**config.mk**
```make
export PLATFORM = sky130hd
export DESIGN_NAME = nibble_serial_port
export DESIGN_NICKNAME = d
export VERILOG_FILES = /design/src/rtl/nibble_serial_port.sv
export SDC_FILE = /design/constraint.sdc
export NUM_CORES = 1
export LEC_CHECK = 0
export BUFFER_PORTS_ARGS = -buffer_cell sky130_fd_sc_hd__clkbuf_2
export CAP_MARGIN = 15
export CORE_MARGIN = 8
export CORE_UTILIZATION = 50
export DETAILED_ROUTE_END_ITERATION = 16
export GPL_ROUTABILITY_DRIVEN = 0
export PLACE_DENSITY_LB_ADDON = 0.15
export SYNTH_ARGS = -nofsm -noshare
export SYNTH_HDL_FRONTEND = slang
export SYNTH_SLANG_ARGS = --single-unit
```
**constraint.sdc**
```tcl
create_clock -name clk -period 3.2 [get_ports clk]
set_clock_uncertainty 0.05 [all_clocks]
set_input_delay 0.8 -clock clk [delete_from_list [all_inputs] [get_ports clk]]
set_output_delay 0.8 -clock clk [all_outputs]
set_load 0.02 [all_outputs]
```
**src/rtl/nibble_serial_port.sv**
```systemverilog
module nibble_serial_port #(
  parameter int SYNC_STAGES  = 2,
  parameter int BANK_NIBBLES = 15,
  parameter int LAST_COUNTER = 12
) (
  input  logic       clk,
  input  logic       rst_n,
  input  logic       sck,
  input  logic       sin,
  input  logic       wr,
  input  logic       cs0_n,
  input  logic       cs1,
  input  logic       busy,
  input  logic [3:0] cnt_rd,
  output logic       sout,
  output logic       sout_oe,
  output logic       cnt_inc,
  output logic [3:0] cnt_addr,
  output logic [3:0] ctl1,
  output logic       sys_reset
);
  localparam int RAM_NIBBLES = 2 * BANK_NIBBLES;
  localparam int RAM_AW = $clog2(RAM_NIBBLES);
  localparam logic [3:0] LAST_A = 4'(LAST_COUNTER);
  localparam logic [3:0] BANK_A = 4'(BANK_NIBBLES);
  localparam logic [3:0] A_CTL1 = 4'hD;
  localparam logic [3:0] A_STAT = 4'hE;
  localparam logic [3:0] A_MODE = 4'hF;
  localparam logic [4:0] SYNC_RST = 5'b01001;

  logic [4:0] syn [SYNC_STAGES];
  logic       sck_d;
  logic       sck_s, sin_s, wr_s, cs0n_s, cs1_s;
  logic       sck_rise, sck_fall, frame_ok, commit;
  logic [3:0] bitcnt;
  logic [6:0] in_sr;
  logic [3:0] fr_a, fr_d;
  logic       load_q, sel_ram, sel_hi;
  logic [3:0] out_sr, rd_mux;
  logic [3:0] cr1;
  logic [1:0] ms;
  logic       test_b, sysr, ponc;
  logic [3:0] ram [RAM_NIBBLES];
  logic [RAM_AW-1:0] widx, ridx;

  always_ff @(posedge clk or negedge rst_n) begin
    if (!rst_n) begin
      for (int i = 0; i < SYNC_STAGES; i++) syn[i] <= SYNC_RST;
      sck_d <= 1'b1;
    end else begin
      syn[0] <= {cs1, cs0_n, wr, sin, sck};
      for (int i = 1; i < SYNC_STAGES; i++) syn[i] <= syn[i-1];
      sck_d <= sck_s;
    end
  end

  assign {cs1_s, cs0n_s, wr_s, sin_s, sck_s} = syn[SYNC_STAGES-1];
  assign sck_rise = sck_s & ~sck_d;
  assign sck_fall = ~sck_s & sck_d;
  assign frame_ok = cs1_s & ~cs0n_s;
  assign commit   = frame_ok & sck_rise & (bitcnt == 4'd7);
  assign {fr_a, fr_d} = {in_sr, sin_s};
  assign widx = ms[0] ? RAM_AW'(fr_a) + RAM_AW'(BANK_NIBBLES) : RAM_AW'(fr_a);
  assign ridx = sel_hi ? RAM_AW'(cnt_addr) + RAM_AW'(BANK_NIBBLES) : RAM_AW'(cnt_addr);

  function automatic logic [3:0] digit_mask(input logic [3:0] a);
    case (a)
      4'h1, 4'h3, 4'h6: digit_mask = 4'h7;
      4'h5:             digit_mask = 4'hB;
      4'h8:             digit_mask = 4'h3;
      4'hA:             digit_mask = 4'h1;
      default:          digit_mask = 4'hF;
    endcase
  endfunction

  always_comb begin
    if (cnt_addr == A_MODE)                      rd_mux = {sysr, test_b, ms};
    else if (sel_ram && cnt_addr < BANK_A)       rd_mux = ram[ridx];
    else if (sel_ram)                            rd_mux = 4'h0;
    else if (cnt_addr == A_STAT)                 rd_mux = {busy, ponc, 2'b00};
    else if (cnt_addr == A_CTL1)                 rd_mux = cr1;
    else if (cnt_addr <= LAST_A)                 rd_mux = cnt_rd & digit_mask(cnt_addr);
    else                                         rd_mux = 4'h0;
  end

  always_ff @(posedge clk or negedge rst_n) begin
    if (!rst_n) begin
      bitcnt <= '0;
      in_sr  <= '0;
    end else if (!frame_ok) begin
      bitcnt <= '0;
    end else if (sck_rise) begin
      in_sr  <= {in_sr[5:0], sin_s};
      bitcnt <= (bitcnt == 4'd8) ? 4'd1 : bitcnt + 4'd1;
    end
  end

  always_ff @(posedge clk or negedge rst_n) begin
    if (!rst_n) begin
      load_q   <= 1'b0;
      cnt_inc  <= 1'b0;
      cnt_addr <= '0;
      sel_ram  <= 1'b0;
      sel_hi   <= 1'b0;
      out_sr   <= '0;
    end else begin
      load_q  <= commit;
      cnt_inc <= commit & ~wr_s & ~ms[1] & (fr_a <= LAST_A) & ~busy & ~sysr;
      if (commit) begin
        cnt_addr <= fr_a;
        sel_ram  <= ms[1];
        sel_hi   <= ms[0];
      end
      if (load_q)
        out_sr <= rd_mux;
      else if (frame_ok && sck_fall && bitcnt != 4'd0 && bitcnt != 4'd8)
        out_sr <= {out_sr[2:0], 1'b0};
    end
  end

  always_ff @(posedge clk or negedge rst_n) begin
    if (!rst_n) begin
      cr1    <= '0;
      ms     <= '0;
      test_b <= 1'b0;
      sysr   <= 1'b0;
      ponc   <= 1'b1;
      for (int i = 0; i < RAM_NIBBLES; i++) ram[i] <= '0;
    end else if (commit && !wr_s && !sysr) begin
      if (fr_a == A_MODE) begin
        if (fr_d[3]) begin
          sysr   <= 1'b1;
          ponc   <= 1'b0;
          cr1    <= '0;
          ms     <= '0;
          test_b <= 1'b0;
        end else begin
          ms     <= fr_d[1:0];
          test_b <= fr_d[2];
        end
      end else if (ms[1]) begin
        if (fr_a < BANK_A) ram[widx] <= fr_d;
      end else if (fr_a == A_CTL1) begin
        cr1 <= fr_d;
      end
    end else if (sysr && cs1_s && cs0n_s && sck_fall) begin
      sysr <= 1'b0;
    end
  end

  assign sout      = out_sr[3];
  assign sout_oe   = frame_ok;
  assign ctl1      = cr1;
  assign sys_reset = sysr;


  cs1_drop_chk: assert property (@(posedge clk) disable iff (!rst_n)
    !cs1_s |=> (bitcnt == 4'd0));

  inc_busy_chk: assert property (@(posedge clk) disable iff (!rst_n)
    cnt_inc |-> !$past(busy));

  inc_range_chk: assert property (@(posedge clk) disable iff (!rst_n)
    cnt_inc |-> (cnt_addr <= LAST_A));

  ponc_sticky_chk: assert property (@(posedge clk) disable iff (!rst_n)
    !$past(ponc) |-> !ponc);

  sysr_release_chk: assert property (@(posedge clk) disable iff (!rst_n)
    $fell(sysr) |-> $past(cs0n_s));

  sout_hold_chk: assert property (@(posedge clk) disable iff (!rst_n)
    (!$past(load_q) && !$past(sck_fall)) |-> $stable(out_sr));
endmodule

```
==> flow_summary.toml <==
[outcome]
status = "finished, final reports clean"

[grt]
use_met1_pct = 28.33
grtUsageMet3_pct = 5.504
grt_max_degree = 77
overflow = 0
grt_use_total_pct = 20.74
antenna_found_initial = 0
busiest_layer = "met2"
grt_pass1_wl_microns = 34150
grt_use_met2_pct = 31.40
grt_pass1_vias = 5813

[sta]
hold_ws_ns = 0.2987
max_freq_mhz = 356.5
finalSetupViolCount = 0
worst_pin_slew_ns = 0.9132
rsz0062_at_grt = "false"
fin_crit_ns = 2.805
fin_tns_setup_ns = 0
slew_headroom_pct = 38.68
slew_violations = 0
finalHoldViolations = 0
min_period_over_period_pct = 87.67

[layout]
nets = 736
drive_gt1_share_pct = 27.37
instances_no_fill = 947
antenna_cells = 0
fillers = 1366
syn_to_final_growth_pct = 12.02

[route]
antenna_left = 0
viasPerCell = 6.035
wl_per_cell_microns = 22.43
wl_microns = 21240
drc = 0
vias = 5715
first_iter_violations = 555
dr.pass1.iters = 5

[place]
port-buffer-count = 23
dp_cells = 913
dp_hpwl_microns = 14610

[cts]
clock_path_buffers = 2
cts_sinks = 163
clock_latency_ns = 0.43
clockRootBuffer = "clkbuf_16"
clk_pin_slew_ns = 0.07
cts_tree = "yes"
cts_resized = 0
hold_buffers = 0
cts_buffers = 17
cts.htree.levels = 4
postCtsSetupBuffers = 0

[synth]
synth_ff_type = "dfrtp_1"
synthCells = 692
synth_top_area_share_pct = 47.08
ys_types = 68
synth-async-reset-ratio_pct = 100.0
yosysMostFrequentCell = "dfrtp_1"
netlist_top_cells_area = "dfrtp_1 47%, mux2_2 11%, mux2_1 6.6%"
synth_area_per_cell_sq_um = 12.06
ys_warn_count = 0
synthTopCellsByCount = "157 x dfrtp_1, 95 x nand2_1, 80 x mux2_2"
synth_fp_nets = 714
synth_edf_count = 0
seq_area_frac_synth_pct = 48.97
synth-seq-cells = 163
syn_area_sq_um = 8346
post-synth-top-area-cell = "dfrtp_1"

[setup_path]
startpoint = "sel_hi"
cp-end-kind = "register"
critPathLaunchType = "register"
cp.required_ns = 3.47
path_class = "register to register"
cp_max_fo = 16
rr_startpoint = "sel_hi"
critical_path_arrival_ns = 3.07
r2r_cells = 7

[floorplan]
ios = 24
start_util_pct = 50.68
die_area_sq_um = 21080
num_rows = 47
die_w_microns = 145.2
coreArea_sq_um = 16470
die_h_microns = 145.2

[power_and_ir_drop]
p_per_area_nw_per_um2 = 492.5
leakage_nw = 4.345
power.total_mw = 4.605
vdd_drop_max_mv = 0.3851

[min_path]
min_path_cells = 0
min_from = "syn[9]"
hold_path_class = "register to register"

[run]
cap_viol_max_count = 0
[stage by stage]
step,setup WS (ns),utilization [%],cell area (sq um)
after floorplan,0.3623,-,8346
after global placement,0.5270,52.83,8698
after detailed placement,0.4452,52.83,8698
after CTS,0.4296,56.44,9294
after global routing,0.2579,56.78,9349
final,0.3946,56.78,9349
[power breakdown]
| part | internal (mW) | switching, mW | total (mW) |
|---|---|---|---|
| logic | 0.113 | 0.275 | 0.388 |
| registers | 2.10 | 0.0467 | 2.14 |
| clock network | 1.22 | 0.856 | 2.07 |
[layer usage]
layer | wire, microns | vias up
met2 | 9708 | 189
met5 | 0 | -
met4 | 478 | 0
met1 | 9674 | 2944
met3 | 1383 | 32
li1 | - | 2550
[worst paths after layout]
path	end	slack (ns)
worst max-delay path	out_sr[0]	0.39
worst min register to register	cs1_s	0.30
worst max register to register	out_sr[0]	0.39
min in group asynchronous	ram[31]	0.35
max in group asynchronous	ram[86]	1.94
worst min-delay path	cs1_s	0.30
[layout by cell type (no fill, tap or decap), types with 14 or more instances in the layout]
| cell | instances |
|---|---|
| mux2_1 | 49 |
| clkbuf_2 | 22 |
| dfrtp_1 | 157 |
| mux4_2 | 23 |
| mux2_2 | 80 |
| buf_4 | 18 |
| o21ai_0 | 29 |
| nor2_1 | 27 |
| nand3_1 | 16 |
| a21oi_1 | 14 |
| clkbuf_16 | 17 |
| nand2_1 | 95 |
| inv_1 | 15 |
[flip-flops by register name, summed over array words and instances (netlist names), 2 cells and up]
name      count
bitcnt        4
in_sr         7
cnt_addr      4
out_sr        4
ms            2
syn           6
ctl1          4
ram         120
[worst max-delay path, stage by stage, from the launching register on]
cell and delay (ns):
dfrtp_1 0.78, buf_4 0.29, inv_2 0.11, a21boi_4 0.41, mux4_1 0.38, a221oi_1 0.31, a211oi_1 0.09, o31a_1 0.27
[cell type report]
class | instances | area [sq um] | area share, %
Inverter | 17 | 63.81 | 0.6825
Clock inverter | 10 | 121.4 | 1.298
Clock buffer | 22 | 474.2 | 5.072
Sequential cell | 163 | 4086 | 43.71
Tap cell | 220 | 275.3 | 2.944
Timing Repair Buffer | 44 | 331.6 | 3.547
Multi-Input combinational cell | 471 | 3996 | 42.75
[cells by family (layout without fill, tap and decap cells)]
kind of cell | after synthesis | after routing | share of synthesized area [%]
xor+xnor | 9 | 9 | 1.259
flops | 163 | 163 | 48.97
fa+ha+maj | 10 | 10 | 1.499
compound gates | 88 | 88 | 6.867
mux | 167 | 167 | 26.39
buf+inv | 58 | 93 | 3.238
simple gates | 197 | 197 | 11.78
(Power assumes the default switching activity.)
